$ cat src/rtl/seg_pkg.sv
// Shared types for the segment selector load unit.
// Assumes a 32-bit descriptor base and limit; attribute width is fixed at 14.
package seg_pkg;
    localparam int ATTR_W = 14;

    typedef enum logic [2:0] {
        FLT_NONE   = 3'd0,
        FLT_NULL   = 3'd1,
        FLT_RANGE  = 3'd2,
        FLT_TABLE  = 3'd3,
        FLT_EXEC   = 3'd4,
        FLT_ABSENT = 3'd5
    } fault_e;

    typedef struct packed {
        logic [31:0]       base;
        logic [31:0]       limit;
        logic [ATTR_W-1:0] attr;
    } seg_entry_t;
endpackage

$ cat src/rtl/seg_sel_check.sv
// Selector front check: picks the table, forms the descriptor address and
// flags a null global selector or an index past the table limit.
// Assumes table limits are byte offsets of the last valid byte.
module seg_sel_check #(
    parameter int ADDR_W = 32,
    parameter int TLIM_W = 16
) (
    input  logic [15:0]        sel,
    input  logic [ADDR_W-1:0]  gdt_base,
    input  logic [TLIM_W-1:0]  gdt_limit,
    input  logic [ADDR_W-1:0]  ldt_base,
    input  logic [TLIM_W-1:0]  ldt_limit,
    output logic [ADDR_W-1:0]  desc_addr,
    output seg_pkg::fault_e    code
);
    localparam int CMP_W = (TLIM_W > 16) ? TLIM_W : 16;

    logic             use_local;
    logic [12:0]      idx;
    logic [CMP_W-1:0] last_byte;
    logic [CMP_W-1:0] tbl_lim;

    // Decode the selector fields and pick the table limit.
    always_comb begin
        use_local = sel[2];
        idx       = sel[15:3];
        last_byte = CMP_W'({idx, 3'b111});
        tbl_lim   = use_local ? CMP_W'(ldt_limit) : CMP_W'(gdt_limit);
        desc_addr = (use_local ? ldt_base : gdt_base) + ADDR_W'({idx, 3'b000});
    end

    // Null global selector first, then range.
    always_comb begin
        if (!use_local && idx == 13'd0)
            code = seg_pkg::FLT_NULL;
        else if (last_byte > tbl_lim)
            code = seg_pkg::FLT_RANGE;
        else
            code = seg_pkg::FLT_NONE;
    end
endmodule

$ cat src/rtl/seg_desc_decode.sv
// Descriptor decode: assembles base, limit and attributes from the two
// fetched words and applies table-type, executable and present checks.
// Assumes lo is the word at the descriptor address and hi the one after.
module seg_desc_decode (
    input  logic [31:0]         lo,
    input  logic [31:0]         hi,
    input  logic                from_local,
    input  logic                wr_target,
    input  logic [1:0]          rpl,
    output seg_pkg::seg_entry_t entry,
    output seg_pkg::fault_e     code
);
    logic [19:0] raw_lim;
    logic [3:0]  dtype;
    logic        is_sys;
    logic        sys_forbidden;
    logic        is_exec;
    logic        present;

    // Assemble the cache entry from the split fields.
    always_comb begin
        raw_lim     = {hi[19:16], lo[15:0]};
        entry.base  = {hi[31:24], hi[7:0], lo[31:16]};
        entry.limit = hi[23] ? {raw_lim, 12'hFFF} : {12'd0, raw_lim};
        entry.attr  = {rpl, hi[23:20], hi[15:8]};
    end

    // Classify the descriptor type bits.
    always_comb begin
        dtype         = hi[11:8];
        is_sys        = !hi[12];
        is_exec       = hi[12] && hi[11];
        present       = hi[15];
        sys_forbidden = is_sys && (dtype == 4'd1 || dtype == 4'd2 || dtype == 4'd3 ||
                                   dtype == 4'd9 || dtype == 4'd11);
    end

    // Apply the checks in priority order.
    always_comb begin
        if (from_local && sys_forbidden)
            code = seg_pkg::FLT_TABLE;
        else if (is_exec && wr_target)
            code = seg_pkg::FLT_EXEC;
        else if (!present)
            code = seg_pkg::FLT_ABSENT;
        else
            code = seg_pkg::FLT_NONE;
    end
endmodule

$ cat src/rtl/seg_cache_bank.sv
// Hidden segment cache: one entry per register, written only on a
// successful load; every entry is driven out flat.
// Assumes at most one write per cycle.
module seg_cache_bank #(
    parameter int NUM_SEGS = 4,
    parameter int REG_W    = 2
) (
    input  logic                              clk,
    input  logic                              rst_n,
    input  logic                              wr_en,
    input  logic [REG_W-1:0]                  wr_idx,
    input  seg_pkg::seg_entry_t               wr_entry,
    output logic [NUM_SEGS*32-1:0]            seg_base,
    output logic [NUM_SEGS*32-1:0]            seg_limit,
    output logic [NUM_SEGS*seg_pkg::ATTR_W-1:0] seg_attr
);
    localparam int AW = seg_pkg::ATTR_W;

    for (genvar g = 0; g < NUM_SEGS; g++) begin : g_seg
        seg_pkg::seg_entry_t ent;

        // Hold the entry; replace it only when this register is loaded.
        always_ff @(posedge clk) begin
            if (!rst_n)
                ent <= '0;
            else if (wr_en && wr_idx == REG_W'(g))
                ent <= wr_entry;
        end

        assign seg_base[g*32 +: 32]  = ent.base;
        assign seg_limit[g*32 +: 32] = ent.limit;
        assign seg_attr[g*AW +: AW]  = ent.attr;
    end
endmodule

$ cat src/rtl/seg_load_unit.sv
// Segment selector load unit top: sequences the check, the two-word
// descriptor fetch, the decode and the cache update, and emits one
// done or fault pulse per accepted request.
// Assumes memory returns data one cycle after mem_rd_en.
module seg_load_unit #(
    parameter int                NUM_SEGS = 4,
    parameter int                ADDR_W   = 32,
    parameter int                TLIM_W   = 16,
    parameter logic [NUM_SEGS-1:0] WR_MASK = 4'b1110,
    localparam int               REG_W    = (NUM_SEGS > 1) ? $clog2(NUM_SEGS) : 1,
    localparam int               AW       = seg_pkg::ATTR_W
) (
    input  logic                    clk,
    input  logic                    rst_n,
    input  logic                    ld_req,
    input  logic [15:0]             ld_sel,
    input  logic [REG_W-1:0]        ld_reg,
    input  logic [ADDR_W-1:0]       gdt_base,
    input  logic [TLIM_W-1:0]       gdt_limit,
    input  logic [ADDR_W-1:0]       ldt_base,
    input  logic [TLIM_W-1:0]       ldt_limit,
    output logic                    mem_rd_en,
    output logic [ADDR_W-1:0]       mem_addr,
    input  logic [31:0]             mem_rdata,
    output logic                    ld_done,
    output logic                    ld_fault,
    output logic [2:0]              ld_code,
    output logic [NUM_SEGS*32-1:0]  seg_base,
    output logic [NUM_SEGS*32-1:0]  seg_limit,
    output logic [NUM_SEGS*AW-1:0]  seg_attr
);
    typedef enum logic [2:0] {S_IDLE, S_CHECK, S_RD_LO, S_RD_HI, S_EVAL} state_e;

    state_e              state;
    logic [15:0]         sel_q;
    logic [REG_W-1:0]    reg_q;
    logic [ADDR_W-1:0]   addr_q;
    logic [31:0]         lo_q;
    logic [ADDR_W-1:0]   chk_addr;
    seg_pkg::fault_e     chk_code;
    seg_pkg::fault_e     dec_code;
    seg_pkg::seg_entry_t dec_entry;
    logic                cache_we;

    seg_sel_check #(.ADDR_W(ADDR_W), .TLIM_W(TLIM_W)) u_chk_sel (
        .sel       (sel_q),
        .gdt_base  (gdt_base),
        .gdt_limit (gdt_limit),
        .ldt_base  (ldt_base),
        .ldt_limit (ldt_limit),
        .desc_addr (chk_addr),
        .code      (chk_code)
    );

    seg_desc_decode u_dec (
        .lo         (lo_q),
        .hi         (mem_rdata),
        .from_local (sel_q[2]),
        .wr_target  (WR_MASK[reg_q]),
        .rpl        (sel_q[1:0]),
        .entry      (dec_entry),
        .code       (dec_code)
    );

    // Memory port: strobe in the two read states, second word at +4.
    always_comb begin
        mem_rd_en = (state == S_RD_LO) || (state == S_RD_HI);
        mem_addr  = (state == S_RD_HI) ? addr_q + ADDR_W'(4) : addr_q;
    end

    // Cache write on a clean decode in the evaluation state.
    always_comb cache_we = (state == S_EVAL) && (dec_code == seg_pkg::FLT_NONE);

    // Sequencer and result pulse registers.
    always_ff @(posedge clk) begin
        if (!rst_n) begin
            state    <= S_IDLE;
            sel_q    <= '0;
            reg_q    <= '0;
            addr_q   <= '0;
            lo_q     <= '0;
            ld_done  <= 1'b0;
            ld_fault <= 1'b0;
            ld_code  <= 3'd0;
        end else begin
            ld_done  <= 1'b0;
            ld_fault <= 1'b0;
            case (state)
                S_IDLE: begin
                    if (ld_req) begin
                        sel_q <= ld_sel;
                        reg_q <= ld_reg;
                        state <= S_CHECK;
                    end
                end
                S_CHECK: begin
                    addr_q <= chk_addr;
                    if (chk_code != seg_pkg::FLT_NONE) begin
                        ld_fault <= 1'b1;
                        ld_code  <= chk_code;
                        state    <= S_IDLE;
                    end else begin
                        state <= S_RD_LO;
                    end
                end
                S_RD_LO: state <= S_RD_HI;
                S_RD_HI: begin
                    lo_q  <= mem_rdata;
                    state <= S_EVAL;
                end
                S_EVAL: begin
                    ld_code  <= dec_code;
                    ld_done  <= (dec_code == seg_pkg::FLT_NONE);
                    ld_fault <= (dec_code != seg_pkg::FLT_NONE);
                    state    <= S_IDLE;
                end
                default: state <= S_IDLE;
            endcase
        end
    end

    seg_cache_bank #(.NUM_SEGS(NUM_SEGS), .REG_W(REG_W)) u_cache (
        .clk       (clk),
        .rst_n     (rst_n),
        .wr_en     (cache_we),
        .wr_idx    (reg_q),
        .wr_entry  (dec_entry),
        .seg_base  (seg_base),
        .seg_limit (seg_limit),
        .seg_attr  (seg_attr)
    );
endmodule

$ cat config.mk
export PLATFORM = sky130hd
export DESIGN_NAME = seg_load_unit
export DESIGN_NICKNAME = d
export VERILOG_FILES = /design/src/rtl/seg_pkg.sv /design/src/rtl/seg_sel_check.sv /design/src/rtl/seg_desc_decode.sv /design/src/rtl/seg_cache_bank.sv /design/src/rtl/seg_load_unit.sv
export SDC_FILE = /design/constraint.sdc
export NUM_CORES = 1
export LEC_CHECK = 0
export BUFFER_PORTS_ARGS = -buffer_cell sky130_fd_sc_hd__buf_2
export CAP_MARGIN = 20
export CORE_MARGIN = 4
export CORE_UTILIZATION = 50
export CTS_BUF_LIST = sky130_fd_sc_hd__clkbuf_4 sky130_fd_sc_hd__clkbuf_8
export DETAILED_ROUTE_END_ITERATION = 8
export GPL_TIMING_DRIVEN = 0
export PLACE_DENSITY = 0.83
export SLEW_MARGIN = 0
export SYNTH_ARGS = -nofsm -noshare
export SYNTH_HDL_FRONTEND = slang
export SYNTH_HIERARCHICAL = 1
export SYNTH_SLANG_ARGS = --single-unit
$ cat constraint.sdc
create_clock -name clk -period 10.4 [get_ports clk]
set_clock_uncertainty 0.05 [all_clocks]
set_input_delay 0 -clock clk [delete_from_list [all_inputs] [get_ports clk]]
set_output_delay 0 -clock clk [all_outputs]
set_load 0.05 [all_outputs]
# Yosys cells after proc, flatten, opt, wreduce, memory -nomap -nowiden
# Cells that the tools add are included.
dict set report classes {
  addsub 2
  bitwise 0
  reduce_logical 27
  mux 18
  div_mod_pow 0
  n_lt_le_gt_ge 2
  n_mul 0
  n_shift 0
  n_eq_ne 14
}
# cell n
set ops {}
lappend ops {{32-bit two-way mux} 3}
lappend ops {{32-bit by 16-bit adder with 32-bit output} 1}
lappend ops {{32-bit by 3-bit adder with 32-bit output, second input constant} 1}
lappend ops {{3-bit two-way mux} 6}
lappend ops {{16-bit > comparator} 1}
lappend ops {{16-bit two-way mux} 1}
lappend ops {{13-bit zero test} 1}
lappend ops {{3-bit case mux with 4 select lines} 1}
lappend ops {{1-bit logical AND} 10}
lappend ops {{4-bit by 2-bit == test with 1-bit output, second input constant} 2}
lappend ops {{4-bit == test, second input constant} 2}
lappend ops {{3-bit by 2-bit == test with 1-bit output, second input constant} 2}
lappend ops {{3-bit zero test} 2}
lappend ops {{3-bit case mux with 2 select lines} 1}
lappend ops {{2-bit AND reduction} 3}
lappend ops {{3-bit nonzero test} 2}
lappend ops {{1-bit logical OR} 5}
lappend ops {{2-bit == test, second input constant} 2}
lappend ops {{4-bit by 1-bit == test with 1-bit output, second input constant} 1}
lappend ops {{2-bit two-way mux} 2}
lappend ops {{2-bit != test, second input constant} 2}
lappend ops {{3-bit by 1-bit == test with 1-bit output, second input constant} 1}
lappend ops {{3-bit == test, second input constant} 1}
lappend ops {{2-bit by 3-bit less-than comparator with 1-bit output, second input constant} 1}
lappend ops {{7 further kinds} 9}
dict set report totals {
  ff_bits 402
  memories 0
  elab_cells 83
  latch_bits 0
  romBits 0
  mem_bits_rw 0
  output_inout_bits 350
}

# Longest topological paths before layout
dict set report logic_depth {
  depth_word 11
  depth_mapped 16
  depth_no_buf 12
}

# Modules after synthesis
# The synthesis kept the hierarchy.
# module seq_area_each_um2 n_inst area_each_um2 cells_per_inst
set modules_own_cells {}
lappend modules_own_cells {seg_cache_bank 6246.0 1 11367.2 1097}
lappend modules_own_cells {seg_load_unit 1801.7 1 4017.6 501}
lappend modules_own_cells {seg_sel_check 0.0 1 1933.1 240}
lappend modules_own_cells {seg_desc_decode 0.0 1 673.1 88}

# Least setup slack after synthesis
# OpenSTA, ideal clock, no wires.
dict set report synth_timing {
  path_kind {flip-flop to flip-flop}
  start {reg sel_q[2]}
  end {reg addr_q[29]}
  stages_incl_launch_ff 16
  t_arrival_ns 3.395
  period_less_slack_ns 3.515
  setup_ns 0.070
  t_required_ns 10.280
  path_slack_ns 6.885
  cell_sequence {dfxtp_1 > buf_4 > buf_4 > buf_2 > buf_2 > mux2_2 > ha_1 > fa_1 > a211oi_1 > nor4_4 > o31ai_4 > a211oi_2 > nand4_1 > xor2_1 > nand2_1 > a21boi_1}
}
dict set report synth_via {
  elab_chain_len 2
}
# item line_no
set synth_lines {}
lappend synth_lines {{start, declared} seg_load_unit.sv:35} ;# logic [15:0] sel_q;
lappend synth_lines {{start signal, assigned} seg_load_unit.sv:91} ;# sel_q <= ld_sel;
lappend synth_lines {{32-bit two-way mux} seg_sel_check.sv:29} ;# desc_addr = (use_local ? ldt_base : gdt_base) + ADDR_W'({idx, 3'b000});
lappend synth_lines {{32-bit by 16-bit adder with 32-bit output} seg_sel_check.sv:29}
lappend synth_lines {{named net chk_addr[29]} seg_load_unit.sv:39} ;# logic [ADDR_W-1:0] chk_addr;
lappend synth_lines {{end signal, assigned} seg_load_unit.sv:97} ;# addr_q <= chk_addr;
lappend synth_lines {{end, declared} seg_load_unit.sv:37} ;# logic [ADDR_W-1:0] addr_q;
# The timed path passes the listed nets, and every way through them passes these cells.
# A chain may end at the register's enable or synchronous reset.

# Final worst setup path
# Same ends and word-level chain as after synthesis.

==> run_results.csv <==
group,metric,value,unit
outcome,run_status,"complete, no violations",
worst_setup_path,critical-path-max-stage-delay,0.63,ns
synth,synth_top_area_share,0.447,
synth,synthesis.instances,1926,
sta,fin_worst_setup_slack,4.69,ns
synth,yosys.cell_count.top_type,"nand2_1",
drt,drt_wl_total,65000,um
clock_network,tritoncts,"yes",
job,timing.max_cap.violations,0,
placement,dp.cells,2885,
clock_network,cts_root_buffer,"clkbuf_8",
floorplanning,die_area,39100,sq um
synth,synth_enable_flop_cells,0,
pwr,power.static_leakage,11.9,nW
placement,dpl_cell_area,21100,sq um
global_routing,grt_first_pass_wirelength,96400,um
clock_network,clock_sinks,402,
worst_setup_path,criticalPathCategory,"reg -> reg",
clock_network,cts-root-to-sink-buffers,3,
floorplanning,coreArea,35600,sq um
synth,yosysUniqueCellTypes,74,
global_routing,grt-ovfl-total,0,
synth,seq_total_area_yosys,0.447,
pwr,vdd_ir_drop_max,119,uV
placement,place.detailed.hpwl,49000,um
drt,detail_route.drc_violations,0,
clock_network,cts_htree_levels,3,
pwr,powerDensity,146,nW/um^2
placement,dp_worst_setup_slack,5.86,ns
sta,clock.fmax,175,MHz
global_routing,grt_start_max_net_pins,12,
drt,drtPass1Iterations,7,
sta,final.setup.tns,0,ns
worst_setup_path,worstPathCellList,"buf_4 > buf_4 > buf_2 > buf_2 > mux2_2 > dlygate4sd3_1 > ha_1 > fa_1 > a211oi_1 > nor4_4 > o31ai_4 > a211oi_2 > nand4_1 > xor2_1 > dlygate4sd3_1 > nand2_1 > a21boi_1",
final_layout,numnets_final,2789,
sta,final_worst_path_period_share,0.549,
sta,slew_headroom,0.472,
worst_setup_path,critical_path_required,10.88,ns
floorplanning,fp-row-count,69,
global_routing,antenna_found_initial,1,
pwr,power,3.47,mW
worst_setup_path,worst_setup_path_start_kind,"flop",
sta,finalSetupViolCount,0,
final_layout,layoutNonFillerInstCount,3123,
sta,finalMaxSlewViolations,0,
drt,wl_per_cell,20.8,um
placement,gpl.final_weighted_congestion,0.965,
synth,synth_area,18000,sq um
global_routing,track_usage,0.318,
clock_network,clkSlewWorstSetupHoldPaths,0.07,ns
worst_setup_path,critical_path_buf_inv_count,6,
synth,asyncSetResetFlopFracSynth,0,
placement,port_buffers,498,
sta,report.final.hold_viol_count,0,
synth,synth_commonest_cells,"580 x nand2_1, 402 x dfxtp_1, 329 x mux2i_1",
global_routing,vias_in_the_first_global_route,16900,
synth,yosysWarningCount,6,
final_layout,drive_gt1_frac,0.307,
floorplanning,die_height,198,um
clock_network,cts_inserted_buffers,68,
floorplanning,initial_core_util,0.506,
clock_network,worst_skew_pair.late_latency,0.61,ns
drt,drt_iter0_drc,813,
worst_setup_path,cpLargestDelayFamily,"buffers and inverters",
synth,postSynthAreaPerCell,9.34,sq um
synth,ys_dominant_reg_cell,"dfxtp_1",
hold_path,worst_hold_path_type,"in -> reg",
worst_setup_path,critical_path.max_fanout,10,
final_layout,final.fill_count,2872,
synth,synth_top_area_cell,"dfxtp_1",
final_layout,p_r_area_growth_vs_syn,31.7,%
final_layout,postLayoutCellArea,23700,sq um
drt,route.antenna.remaining_nets,0,
sta,final_period_minus_worst_setup_slack,5.71,ns
worst_setup_path,critPathSlowestCell,"dfxtp_1",
drt,routed_via_density,5.35,
synth,synth_top_cells_by_area,"dfxtp_1 45%, mux2i_1 18%, nand2_1 12%",
drt,vias_after_detailed_routing,16700,
worst_setup_path,crit_path_end_kind,"flop",
synth,synth-seq-cells,402,
sta,rsz0062_at_grt,"no",
worst_setup_path,worst-endpoint-arrival,6.19,ns
synth,synthesis.nets,2103,
floorplanning,horiz_die_dim,198,um
sta,actual_slew_at_the_worst_max_slew_pin,0.789,ns
floorplanning,io_pins,499,
clock_network,cts_resized,0,
[area by class of cell]
cell class	count	area (sq um)	share of cell area
inverter	11	41.3	0.00174
multi-input combinational	1343	8820	0.372
clock inverter	17	175	0.00739
sequential	402	8050	0.340
antenna	2	5.00	0.000211
buffer	170	1080	0.0457
tap	461	577	0.0243
clock buffer	101	1270	0.0537
timing repair buffer	616	3670	0.155
[where the power goes]
part | switching [mW] | leakage [nW] | internal [mW] | total [mW]
logic | 0.230 | 7.94 | 0.154 | 0.384
clock network | 0.646 | 0.764 | 0.859 | 1.51
registers | 0.0225 | 3.24 | 1.56 | 1.58
total | 0.899 | 11.9 | 2.57 | 3.47
[worst min-delay path: cells and delay by family]
kind            cells  cell delay [ns]
xor+xnor            1             0.09
buf+inv             1             0.10
compound gates      1             0.05
mux                 1             0.16
simple gates        1             0.05
fa+ha+maj           1             0.22
[what timing repair did]
action	4_1_cts	5_1_grt
buffers inserted	0	0
endpoints found under the hold margin	225	0
hold buffers	118	0
[per-layer routing]
| metal | wire length [um] | vias to the layer above | global-route usage |
|---|---|---|---|
| li1 | - | 7808 | - |
| met1 | 24000 | 7910 | 0.353 |
| met2 | 32000 | 792 | 0.557 |
| met3 | 5430 | 198 | 0.0815 |
| met4 | 3530 | 2 | 0.172 |
| met5 | 7 | - | 0 |
[per-stage QoR]
step | utilization | hold WS, ns
after CTS | 0.666 | 0.0150
final | 0.666 | 0.0469
after detailed placement | 0.592 | 0.199
after global routing | 0.666 | 0.0782
after floorplan | - | 0.0849
after global placement | 0.592 | 0.196
[state kept, by name, indices dropped and copies added, names as in the netlist]
signal             flops
ld_code                3
state                  3
u_cache/seg_limit    128
u_cache/seg_base     128
ld_done                1
u_cache/seg_attr      56
lo_q                  32
sel_q                 16
reg_q                  2
addr_q                32
ld_fault               1
[placed cells by master, fill, tap and decap left out, types with 10 or more instances in the layout]
cell and n:
nand2_1 580, buf_2 535, dfxtp_1 402, mux2i_1 329, dlygate4sd3_1 118, a21oi_1 87, clkbuf_8 82, buf_4 67
clkbuf_1 45, xnor2_1 29, ha_1 27, xor2_1 26, nand3_1 21, clkbuf_4 19, mux2_2 19, nor2b_1 18
nor2_1 18, buf_6 15, a21boi_0 14, or2_2 13, and2_1 13, inv_1 10, nand4_1 10, nor4_2 10
nor3_1 10
[kinds of logic after synthesis]
kind of cell / after synthesis / synth area share
xor gates and xnor gates: 55 / 0.0268
and+or+nand+nor: 743 / 0.185
buffers and inverters: 181 / 0.0625
DFF: 402 / 0.447
muxes: 354 / 0.200
other: 1 / 0.000208
AOI/OAI and AO/OA: 162 / 0.0584
adders and majority gates: 28 / 0.0199
[worst paths after layout]
path | slack (ns) | from | cells after the start | to
max | 4.69 | sel_q[2] | 17 | addr_q[29]
min | 0.05 | gdt_base[5] | 6 | addr_q[5]
min reg2reg | 0.40 | u_cache/seg_attr[33] | 2 | u_cache/seg_attr[33]
max reg2reg | 4.69 | sel_q[2] | 17 | addr_q[29]
No activity file was read; power rests on OpenSTA's default activity.
